$ cat src/rtl/tx_table_pkg.sv
package tx_table_pkg;
  localparam int unsigned REC_BYTES = 8;
  localparam int unsigned REC_WORDS = REC_BYTES / 2;
  localparam int unsigned WRD_W     = $clog2(REC_WORDS);
  localparam logic [7:0]  EMPTY_TAG = 8'hF0;

  typedef enum logic [1:0] {
    CMD_SEARCH = 2'd0,
    CMD_INSERT = 2'd1,
    CMD_UPDATE = 2'd2,
    CMD_ERASE  = 2'd3
  } tbl_cmd_e;

  typedef enum logic [3:0] {
    ST_IDLE,
    ST_SRD0, ST_SCK0,
    ST_SRD1, ST_SCK1,
    ST_SRD2, ST_SCK2,
    ST_SRD3, ST_SCK3,
    ST_IRD,  ST_ICK,
    ST_WR,
    ST_ERW,
    ST_FIN
  } tbl_state_e;
endpackage

$ cat src/rtl/tx_rec_codec.sv
module tx_rec_codec
  import tx_table_pkg::*;
(
  input  logic [27:0]      serial_i,
  input  logic [3:0]       func_i,
  input  logic [15:0]      sync_i,
  input  logic [WRD_W-1:0] wrd_i,
  input  logic [15:0]      rdata_i,
  output logic [15:0]      wdata_o,
  output logic             empty_o,
  output logic             id0_hit_o,
  output logic             id1_hit_o
);
  always_comb begin
    unique case (wrd_i)
      2'd0:    wdata_o = {func_i, serial_i[27:24], serial_i[7:0]};
      2'd1:    wdata_o = {serial_i[15:8], serial_i[23:16]};
      default: wdata_o = sync_i;
    endcase
  end

  assign empty_o   = (rdata_i[15:8] == EMPTY_TAG);
  assign id0_hit_o = (rdata_i[11:8] == serial_i[27:24]) && (rdata_i[7:0] == serial_i[7:0]);
  assign id1_hit_o = (rdata_i == {serial_i[15:8], serial_i[23:16]});
endmodule

$ cat src/rtl/tx_rec_cursor.sv
module tx_rec_cursor
  import tx_table_pkg::*;
#(
  parameter int unsigned MAX_REC = 16,
  localparam int unsigned REC_W  = $clog2(MAX_REC)
) (
  input  logic             clk_i,
  input  logic             rst_ni,
  input  logic             rec_clr_i,
  input  logic             rec_inc_i,
  input  logic             rec_load_i,
  input  logic [REC_W-1:0] rec_val_i,
  input  logic             wrd_set_i,
  input  logic [WRD_W-1:0] wrd_val_i,
  input  logic             wrd_inc_i,
  output logic [REC_W-1:0] rec_o,
  output logic [WRD_W-1:0] wrd_o,
  output logic             rec_last_o,
  output logic             wrd_last_o
);
  logic [REC_W-1:0] rec_q;
  logic [WRD_W-1:0] wrd_q;

  always_ff @(posedge clk_i or negedge rst_ni) begin
    if (!rst_ni) begin
      rec_q <= '0;
    end else if (rec_clr_i) begin
      rec_q <= '0;
    end else if (rec_load_i) begin
      rec_q <= rec_val_i;
    end else if (rec_inc_i) begin
      rec_q <= rec_q + 1'b1;
    end
  end

  always_ff @(posedge clk_i or negedge rst_ni) begin
    if (!rst_ni) begin
      wrd_q <= '0;
    end else if (wrd_set_i) begin
      wrd_q <= wrd_val_i;
    end else if (wrd_inc_i) begin
      wrd_q <= wrd_q + 1'b1;
    end
  end

  assign rec_o      = rec_q;
  assign wrd_o      = wrd_q;
  assign rec_last_o = (rec_q == REC_W'(MAX_REC - 1));
  assign wrd_last_o = (wrd_q == WRD_W'(REC_WORDS - 1));

  // record walk never steps past the last slot
  assert_rec_no_wrap_R1: assert property (@(posedge clk_i) disable iff (!rst_ni)
    rec_inc_i |-> !rec_last_o);
  // a record write burst never runs past word 3
  assert_wrd_no_wrap_R3: assert property (@(posedge clk_i) disable iff (!rst_ni)
    wrd_inc_i |-> !wrd_last_o);
endmodule

$ cat src/rtl/tx_table_mgr.sv
module tx_table_mgr
  import tx_table_pkg::*;
#(
  parameter int unsigned MAX_REC  = 16,
  localparam int unsigned REC_W   = $clog2(MAX_REC),
  localparam int unsigned ADDR_W  = REC_W + WRD_W + 1
) (
  input  logic              clk_i,
  input  logic              rst_ni,
  input  logic              start_i,
  input  logic [1:0]        cmd_i,
  input  logic [27:0]       serial_i,
  input  logic [3:0]        func_i,
  input  logic [15:0]       sync_i,
  output logic              busy_o,
  output logic              done_o,
  output logic              found_o,
  output logic              full_o,
  output logic              mismatch_o,
  output logic [REC_W-1:0]  index_o,
  output logic [15:0]       sync_o,
  output logic              mem_re_o,
  output logic              mem_we_o,
  output logic [ADDR_W-1:0] mem_addr_o,
  output logic [15:0]       mem_wdata_o,
  input  logic [15:0]       mem_rdata_i
);
  tbl_state_e state_q, state_d;
  tbl_cmd_e   cmd_q;
  logic [27:0] serial_q;
  logic [3:0]  func_q;
  logic [15:0] sync_q, copy_q;
  logic [REC_W-1:0] index_q;
  logic found_q, full_q, mism_q;

  logic rec_clr, rec_inc, rec_load, wrd_set, wrd_inc;
  logic [REC_W-1:0] rec;
  logic [WRD_W-1:0] wrd, wrd_val, acc_wrd;
  logic rec_last, wrd_last;
  logic [15:0] enc_data;
  logic empty, id0_hit, id1_hit;
  logic set_found, set_full, set_slot;

  tx_rec_cursor #(.MAX_REC(MAX_REC)) u_cursor (
    .clk_i      (clk_i),
    .rst_ni     (rst_ni),
    .rec_clr_i  (rec_clr),
    .rec_inc_i  (rec_inc),
    .rec_load_i (rec_load),
    .rec_val_i  (index_q),
    .wrd_set_i  (wrd_set),
    .wrd_val_i  (wrd_val),
    .wrd_inc_i  (wrd_inc),
    .rec_o      (rec),
    .wrd_o      (wrd),
    .rec_last_o (rec_last),
    .wrd_last_o (wrd_last)
  );

  tx_rec_codec u_codec (
    .serial_i  (serial_q),
    .func_i    (func_q),
    .sync_i    (sync_q),
    .wrd_i     (acc_wrd),
    .rdata_i   (mem_rdata_i),
    .wdata_o   (enc_data),
    .empty_o   (empty),
    .id0_hit_o (id0_hit),
    .id1_hit_o (id1_hit)
  );

  always_comb begin
    state_d   = state_q;
    rec_clr   = 1'b0;
    rec_inc   = 1'b0;
    rec_load  = 1'b0;
    wrd_set   = 1'b0;
    wrd_val   = '0;
    wrd_inc   = 1'b0;
    set_found = 1'b0;
    set_full  = 1'b0;
    set_slot  = 1'b0;
    unique case (state_q)
      ST_IDLE: if (start_i) begin
        unique case (tbl_cmd_e'(cmd_i))
          CMD_SEARCH: begin rec_clr = 1'b1; state_d = ST_SRD0; end
          CMD_INSERT: begin rec_clr = 1'b1; state_d = ST_IRD;  end
          CMD_UPDATE: begin
            rec_load = 1'b1;
            wrd_set  = 1'b1;
            wrd_val  = WRD_W'(2);
            state_d  = ST_WR;
          end
          CMD_ERASE:  begin rec_clr = 1'b1; state_d = ST_ERW;  end
          default:    state_d = ST_IDLE;
        endcase
      end
      ST_SRD0: state_d = ST_SCK0;
      ST_SCK0: begin
        if (empty || !id0_hit) begin
          if (rec_last) state_d = ST_FIN;
          else begin rec_inc = 1'b1; state_d = ST_SRD0; end
        end else begin
          state_d = ST_SRD1;
        end
      end
      ST_SRD1: state_d = ST_SCK1;
      ST_SCK1: begin
        if (!id1_hit) begin
          if (rec_last) state_d = ST_FIN;
          else begin rec_inc = 1'b1; state_d = ST_SRD0; end
        end else begin
          state_d = ST_SRD2;
        end
      end
      ST_SRD2: state_d = ST_SCK2;
      ST_SCK2: state_d = ST_SRD3;
      ST_SRD3: state_d = ST_SCK3;
      ST_SCK3: begin set_found = 1'b1; state_d = ST_FIN; end
      ST_IRD:  state_d = ST_ICK;
      ST_ICK: begin
        if (empty) begin
          set_slot = 1'b1;
          wrd_set  = 1'b1;
          wrd_val  = '0;
          state_d  = ST_WR;
        end else if (rec_last) begin
          set_full = 1'b1;
          state_d  = ST_FIN;
        end else begin
          rec_inc = 1'b1;
          state_d = ST_IRD;
        end
      end
      ST_WR: begin
        if (wrd_last) state_d = ST_FIN;
        else wrd_inc = 1'b1;
      end
      ST_ERW: begin
        if (rec_last) state_d = ST_FIN;
        else rec_inc = 1'b1;
      end
      ST_FIN:  state_d = ST_IDLE;
      default: state_d = ST_IDLE;
    endcase
  end

  always_ff @(posedge clk_i or negedge rst_ni) begin
    if (!rst_ni) begin
      state_q  <= ST_IDLE;
      cmd_q    <= CMD_SEARCH;
      serial_q <= '0;
      func_q   <= '0;
      sync_q   <= '0;
      copy_q   <= '0;
      index_q  <= '0;
      found_q  <= 1'b0;
      full_q   <= 1'b0;
      mism_q   <= 1'b0;
    end else begin
      state_q <= state_d;
      if (state_q == ST_IDLE && start_i) begin
        cmd_q    <= tbl_cmd_e'(cmd_i);
        serial_q <= serial_i;
        func_q   <= func_i;
        sync_q   <= sync_i;
        found_q  <= 1'b0;
        full_q   <= 1'b0;
        mism_q   <= 1'b0;
      end
      if (state_q == ST_SCK2) copy_q <= mem_rdata_i;
      if (set_found) begin
        found_q <= 1'b1;
        mism_q  <= (copy_q != mem_rdata_i);
        index_q <= rec;
      end
      if (set_slot) index_q <= rec;
      if (set_full) full_q  <= 1'b1;
    end
  end

  always_comb begin
    unique case (state_q)
      ST_SRD1: acc_wrd = WRD_W'(1);
      ST_SRD2: acc_wrd = WRD_W'(2);
      ST_SRD3: acc_wrd = WRD_W'(3);
      ST_WR:   acc_wrd = wrd;
      default: acc_wrd = '0;
    endcase
  end

  assign mem_re_o    = (state_q inside {ST_SRD0, ST_SRD1, ST_SRD2, ST_SRD3, ST_IRD});
  assign mem_we_o    = (state_q inside {ST_WR, ST_ERW});
  assign mem_addr_o  = {rec, acc_wrd, 1'b0};
  assign mem_wdata_o = (state_q == ST_ERW) ? {EMPTY_TAG, 8'h00} : enc_data;

  assign busy_o     = (state_q != ST_IDLE);
  assign done_o     = (state_q == ST_FIN);
  assign found_o    = found_q;
  assign full_o     = full_q;
  assign mismatch_o = mism_q;
  assign index_o    = index_q;
  assign sync_o     = copy_q;

  // handshake
  assert_busy_hold_R10: assert property (@(posedge clk_i) disable iff (!rst_ni)
    (busy_o && !done_o) |=> busy_o);
  assert_done_pulse_R10: assert property (@(posedge clk_i) disable iff (!rst_ni)
    done_o |=> !done_o);
  assert_busy_from_start_R10: assert property (@(posedge clk_i) disable iff (!rst_ni)
    $rose(busy_o) |-> $past(start_i));
  // a full report never carries a hit
  assert_full_no_found_R6: assert property (@(posedge clk_i) disable iff (!rst_ni)
    (done_o && full_o) |-> !found_o);
  // mismatch only alongside a hit
  assert_mismatch_hit_R9: assert property (@(posedge clk_i) disable iff (!rst_ni)
    mismatch_o |-> found_o);
  // update touches only the counter words
  assert_update_words_R7: assert property (@(posedge clk_i) disable iff (!rst_ni)
    (mem_we_o && cmd_q == CMD_UPDATE) |-> mem_addr_o[2]);
  // a bus cycle is either read or write
  assert_rw_excl_R1: assert property (@(posedge clk_i) disable iff (!rst_ni)
    !(mem_we_o && mem_re_o));
endmodule

$ cat config.mk
export PLATFORM = sky130hd
export DESIGN_NAME = tx_table_mgr
export DESIGN_NICKNAME = d
export VERILOG_FILES = /design/src/rtl/tx_table_pkg.sv /design/src/rtl/tx_rec_codec.sv /design/src/rtl/tx_rec_cursor.sv /design/src/rtl/tx_table_mgr.sv
export SDC_FILE = /design/constraint.sdc
export NUM_CORES = 1
export LEC_CHECK = 0
export BUFFER_PORTS_ARGS = -buffer_cell sky130_fd_sc_hd__buf_4
export CORE_MARGIN = 3
export CORE_UTILIZATION = 40
export DETAILED_ROUTE_END_ITERATION = 10
export MAX_ROUTING_LAYER = met4
export REMOVE_ABC_BUFFERS = 1
export SKIP_CTS_REPAIR_TIMING = 1
export SLEW_MARGIN = 0
export SYNTH_ARGS = -nofsm -noshare
export SYNTH_HDL_FRONTEND = slang
export SYNTH_HIERARCHICAL = 1
export SYNTH_SLANG_ARGS = --single-unit
$ cat constraint.sdc
create_clock -name clk_i -period 6.7 [get_ports clk_i]
set_input_delay 1.34 -clock clk_i [delete_from_list [all_inputs] [get_ports clk_i]]
set_output_delay 1.34 -clock clk_i [all_outputs]
set_load 0.03 [all_outputs]
### Yosys cells after proc, flatten, opt, wreduce, memory -nomap -nowiden

Cells that the tools add are included.

| cells by class | value |
|---|---|
| add/subtract/negate cells | 2 |
| reductions and logical operators | 17 |
| equality and inequality tests | 27 |
| mux-type cells | 47 |

Operators by type and width:

| kind | count |
|---|---|
| one-hot mux 4 bit (13 select lines) | 1 |
| 2-to-1 mux 4 bit | 11 |
| one-hot mux 16 bit (2 select lines) | 1 |
| equality test 4 bit, second input constant | 7 |
| 2-to-1 mux 1 bit | 22 |
| equality test 16 bit | 1 |
| equality test 4 x 3 -> 1 bit, second input constant | 4 |
| 2-to-1 mux 16 bit | 1 |
| inequality test 16 bit | 1 |
| one-hot mux 4 bit (4 select lines) | 1 |
| 2-to-1 mux 2 bit | 5 |
| nonzero test 2 bit | 5 |
| equality test 4 x 2 -> 1 bit, second input constant | 2 |
| equality test 8 bit | 1 |
| equality test 8 bit, second input constant | 1 |
| one-hot mux 2 bit (4 select lines) | 1 |
| equality test 2 bit, second input constant | 3 |
| 2-to-1 mux 3 bit | 2 |
| nonzero test 5 bit | 1 |
| adder 4 x 1 -> 4 bit, second input constant | 1 |
| equality test 2 x 1 -> 1 bit, second input constant | 2 |
| equality test 4 x 1 -> 1 bit, second input constant | 1 |
| equality test 4 bit | 1 |
| logical NOT 2 bit | 2 |
| other kinds (13) | 15 |

| word-level totals | value |
|---|---|
| output and inout port bits | 50 |
| logic and storage cells | 104 |
| bits in registers | 81 |
| input port bits | 69 |

### Longest topological paths before layout

| depth | value |
|---|---|
| word-level depth | 9 |
| gate-level depth with buffers | 9 |
| depth with buffers taken out | 9 |

### By module

Netlist, hierarchy kept.

By module, submodules not included:

| module | instances | cells an instance | area each (sq um) |
|---|---|---|---|
| tx_table_mgr | 1 | 275 | 3485.8 |
| tx_rec_codec | 1 | 93 | 648.1 |
| tx_rec_cursor | 1 | 32 | 330.3 |

### Least setup slack after synthesis

No wires, ideal clock.

| timing | value |
|---|---|
| path type | flip-flop to output port |
| start point | register state_q[2] |
| end point | output mem_wdata_o[6] |
| path slack | 2831 ps |
| data arrival time | 2529 ps |
| stages on the path, launching flop included | 9 |
| path buffers | 2 |
| path through | dfrtp_1 buf_2 nor2b_1 nand3_1 a21oi_1 clkbuf_1 nand2_1 o21ai_0 nor2b_1 |

| between the ends | value |
|---|---|
| word-level cells in the longest chain between the ends | 5 |

Ends and longest elaborated chain:

| item | line | source |
|---|---|---|
| start, declared | tx_table_mgr.sv:28 | `tbl_state_e state_q, state_d;` |
| start signal, assigned | tx_table_mgr.sv:161 | `state_q <= state_d;` |
| equality test 4 bit, or another cell as far along | tx_table_mgr.sv:183 | `unique case (state_q)` |
| one-hot mux 2 bit (4 select lines) * | tx_table_mgr.sv:183 |  |
| named net mem_addr_o[2] | tx_table_mgr.sv:24 | `output logic [ADDR_W-1:0] mem_addr_o,` |
| equality test 2 x 1 -> 1 bit or logical NOT 2 bit (tied branches) | tx_rec_codec.sv:15 | `unique case (wrd_i)` |
| one-hot mux 16 bit (2 select lines) * | tx_rec_codec.sv:15 |  |
| named net enc_data[6] | tx_table_mgr.sv:40 | `logic [15:0] enc_data;` |
| 2-to-1 mux 16 bit * | tx_table_mgr.sv:195 | `assign mem_wdata_o = (state_q == ST_ERW) ? {EMPTY_TAG, 8'h00} : enc_data;` |
| end, declared | tx_table_mgr.sv:25 | `output logic [15:0] mem_wdata_o,` |

Mark *: on every way through the listed nets, which the timed path passes. The rest lies on a longest branch.

### Worst setup path after layout

| timing | value |
|---|---|
| start point | register state_q[1] |
| end point | output mem_wdata_o[12] |

| between the ends | value |
|---|---|
| word-level cells in the longest chain between the ends | 5 |

Ends and longest elaborated chain:

| item | line |
|---|---|
| equality test 4 bit, or another cell as far along | tx_table_mgr.sv:183 |
| one-hot mux 2 bit (4 select lines) * | tx_table_mgr.sv:183 |
| equality test 2 x 1 -> 1 bit or logical NOT 2 bit (tied branches) | tx_rec_codec.sv:15 |
| one-hot mux 16 bit (2 select lines) * | tx_rec_codec.sv:15 |
| named net enc_data[12] | tx_table_mgr.sv:40 |
| 2-to-1 mux 16 bit * | tx_table_mgr.sv:195 |

Marked as above.

==> out/qor.csv <==
metric,value,unit
status,"complete, no violations",
drc_errors,0,
finalSetupTns,0,ns
drt_iter0_markers,112,
core_area,0.01060,mm^2
p_total,2.959,mW
numCtsBuffers,9,
synth.area.top_cells,"dfrtp_1, mux2_2, xnor2_1",
synth_ff_type,dfrtp_1,
slew_violations,0,
cp.arrival,3.15,ns
grt_max_degree,82,
critPathRequiredTime,5.36,ns
wl_per_cell,17.21,um
grt_usage,0.1872,
whs_endpoint,full_o,
postSynthAreaPerCell,11.16,um^2
vias,3408,
ant_nets,0,
die_h,111.6,um
cts_tree,done,
r2r_start,serial_q[16],
worst_pin_slew,1.055,ns
regArea,0.002027,mm^2
hold_depth,2,
cts.sinks,81,
hold_viol,0,
switchingPower,1.258,mW
grt_pass1_vias,3578,
timing.reg2reg.setup_slack,4.18,ns
p_sw_frac,0.4253,
place_ws,2.590,ns
dp.final_hpwl,8.300,mm
drive_gt1_frac,0.4054,
ys_seq_area_frac,0.4540,
synth.largest_area_cell,dfrtp_1,
firstDrtPassIters,4,
synth_top_area_share,0.4540,
ys_ff_latch,81,
clockBufferDepth,2,
synth_cell_types,45,
nFillCells,1020,
viasPerCell,5.211,
multi_input_comb_area,0.002312,mm^2
power_density,522.9,mW/mm^2
slew_headroom,0.2966,
place_area,0.005436,mm^2
fin_ws,2.210,ns
hold_ws,0.4882,ns
crit_type,reg2out,
clk_latency,0.35,ns
seqPwrFrac,0.331,
finalCriticalPeriod,4.490,ns
p_leak,2.419,nW
dieArea,0.01246,mm^2
yosysWarnings,6,
overflow,0,
nNetsFinal,584,
diodes,0,
cap_violations,0,
power.internal,1.701,mW
post-route-period-util,0.6702,
hold_path.class,reg2reg,
async_flop_share,1.000,
rsz0062_at_grt,false,
num_rows,37,
htreeDepth,3,
rr_worst_depth,9,
fmax,222.7,MHz
grt_pass1_wl,18.06,mm
clkPwrFrac,0.136,
start_util,0.4211,
design_area,0.005659,mm^2
ir_drop,298.8,uV
pwr-share-comb,0.533,
crit_fanout,17,
setup_viol,0,
synthCells,400,
syn_area,0.004464,mm^2
r2r-end,u_cursor/rec_o[1],
worst_setup_path_end_kind,output port,
synth_edf_count,0,
min-delay-start,full_o,
clk_pin_slew,0.08,ns
antenna_found_initial,0,
ioPinCount,119,
numPortBuffers,117,
root_buffer,clkbuf_8,
wirelength,11.26,mm
die_w,111.6,um
start_kind,flip-flop,
globalplace.congestion,0.8624,
finClkSkew,0.009634,ns
area_growth,26.77,%
## area by class of cell
| class | instances | share of cell area |
|---|---|---|
| Inverter | 5 | 0.003316 |
| Sequential cell | 81 | 0.3582 |
| Clock buffer | 14 | 0.02874 |
| Clock inverter | 2 | 0.01061 |
| Multi-Input combinational cell | 295 | 0.4086 |
| Tap cell | 136 | 0.03007 |
| Timing Repair Buffer | 121 | 0.1605 |
## critical path, cell delays in order, from the launching register on
cell     delay, ns
dfrtp_1       0.71
nand2_1       0.30
a21oi_2       0.66
buf_4         0.34
mux2i_1       0.21
o21ai_0       0.08
or2_2         0.32
buf_4         0.17
## placed cells by master, fill, tap and decap left out, types with 2 or more instances in the layout
cell type,n
a21oi_1,10
a21oi_2,2
a221oi_1,2
a31oi_1,2
buf_4,121
bufinv_16,2
clkbuf_1,3
clkbuf_8,11
conb_1,2
dfrtp_1,81
ha_1,2
inv_1,5
mux2_1,10
mux2_2,59
mux2i_1,19
nand2_1,31
nand2b_1,6
nand3_1,3
nand4_1,15
nor2_1,11
nor2_2,2
nor2_4,2
nor2b_1,17
nor3_1,3
nor3_2,3
nor4_1,3
o21a_1,3
o21ai_0,20
or2_2,4
xnor2_1,48
## logic make-up (layout without fill, tap and decap cells)
logic type               count (synthesis)  in the layout  synth area share
AND/OR/NAND/NOR                        107            107            0.1345
multiplexers                            88             88            0.2166
flip-flops                              81             81            0.4540
XOR/XNOR                                49             49           0.09613
AO/OA/AOI/OAI                           47             47           0.06167
buffers and inverters                   25            142           0.03055
adder cells (fa/ha/maj)                  2              2          0.005604
other                                    1              2         0.0008400
## worst max path at each step
stage / start / to / slack, ns
global route: state_q[1] / mem_wdata_o[12] / 1.98
finish: state_q[1] / mem_wdata_o[12] / 2.21
CTS: state_q[1] / mem_wdata_o[12] / 2.18
detailed placement: state_q[1] / mem_wdata_o[12] / 2.59
global placement: state_q[1] / mem_wdata_o[13] / 2.68
floorplan: state_q[1] / mem_wdata_o[0] / 2.07
## routing by layer
metal  GRT usage  wire, um
met2      0.2906      5407
met1      0.2308      4859
met5           -         0
met3     0.06467       825
met4     0.05839       162
## synthesized netlist by cell type, drive strengths merged (4+ instances only)
library cell / instances
nor2b: 17
o21ai: 20
nor3: 7
nand4: 15
mux2: 69
mux2i: 19
nand2: 31
xnor2: 48
nor2: 15
a21oi: 12
buf: 15
nand3: 4
clkbuf: 5
nand2b: 6
or2: 4
inv: 5
dfrtp: 81
## flip-flops by register name (all words and copies together) (netlist names)
| register | count |
|---|---|
| serial_q | 28 |
| sync_o | 16 |
| sync_q | 16 |
| func_q | 4 |
| index_o | 4 |
| state_q | 4 |
| u_cursor/rec_o | 4 |
| u_cursor/wrd_o | 2 |
| found_o | 1 |
| full_o | 1 |
| mismatch_o | 1 |
## through the flow
stage                 util  cells
floorplan                -    381
global placement    0.5128    638
detailed placement  0.5128    638
CTS                 0.5338    654
global route        0.5338    654
finish              0.5338    654
## power groups by stage
| stage | logic (mW) | clock network, mW | registers (mW) |
|---|---|---|---|
| 2_1_floorplan | 0.959 | 0 | 1.08 |
| 3_3_place_gp | 1.57 | 0 | 0.982 |
| 3_5_place_dp | 1.59 | 0 | 0.992 |
| 4_1_cts | 1.60 | 0.413 | 0.982 |
| 5_1_grt | 1.70 | 0.438 | 1.02 |
| 6_report | 1.58 | 0.402 | 0.981 |
Note: power is estimated with default switching activity, not from simulation.
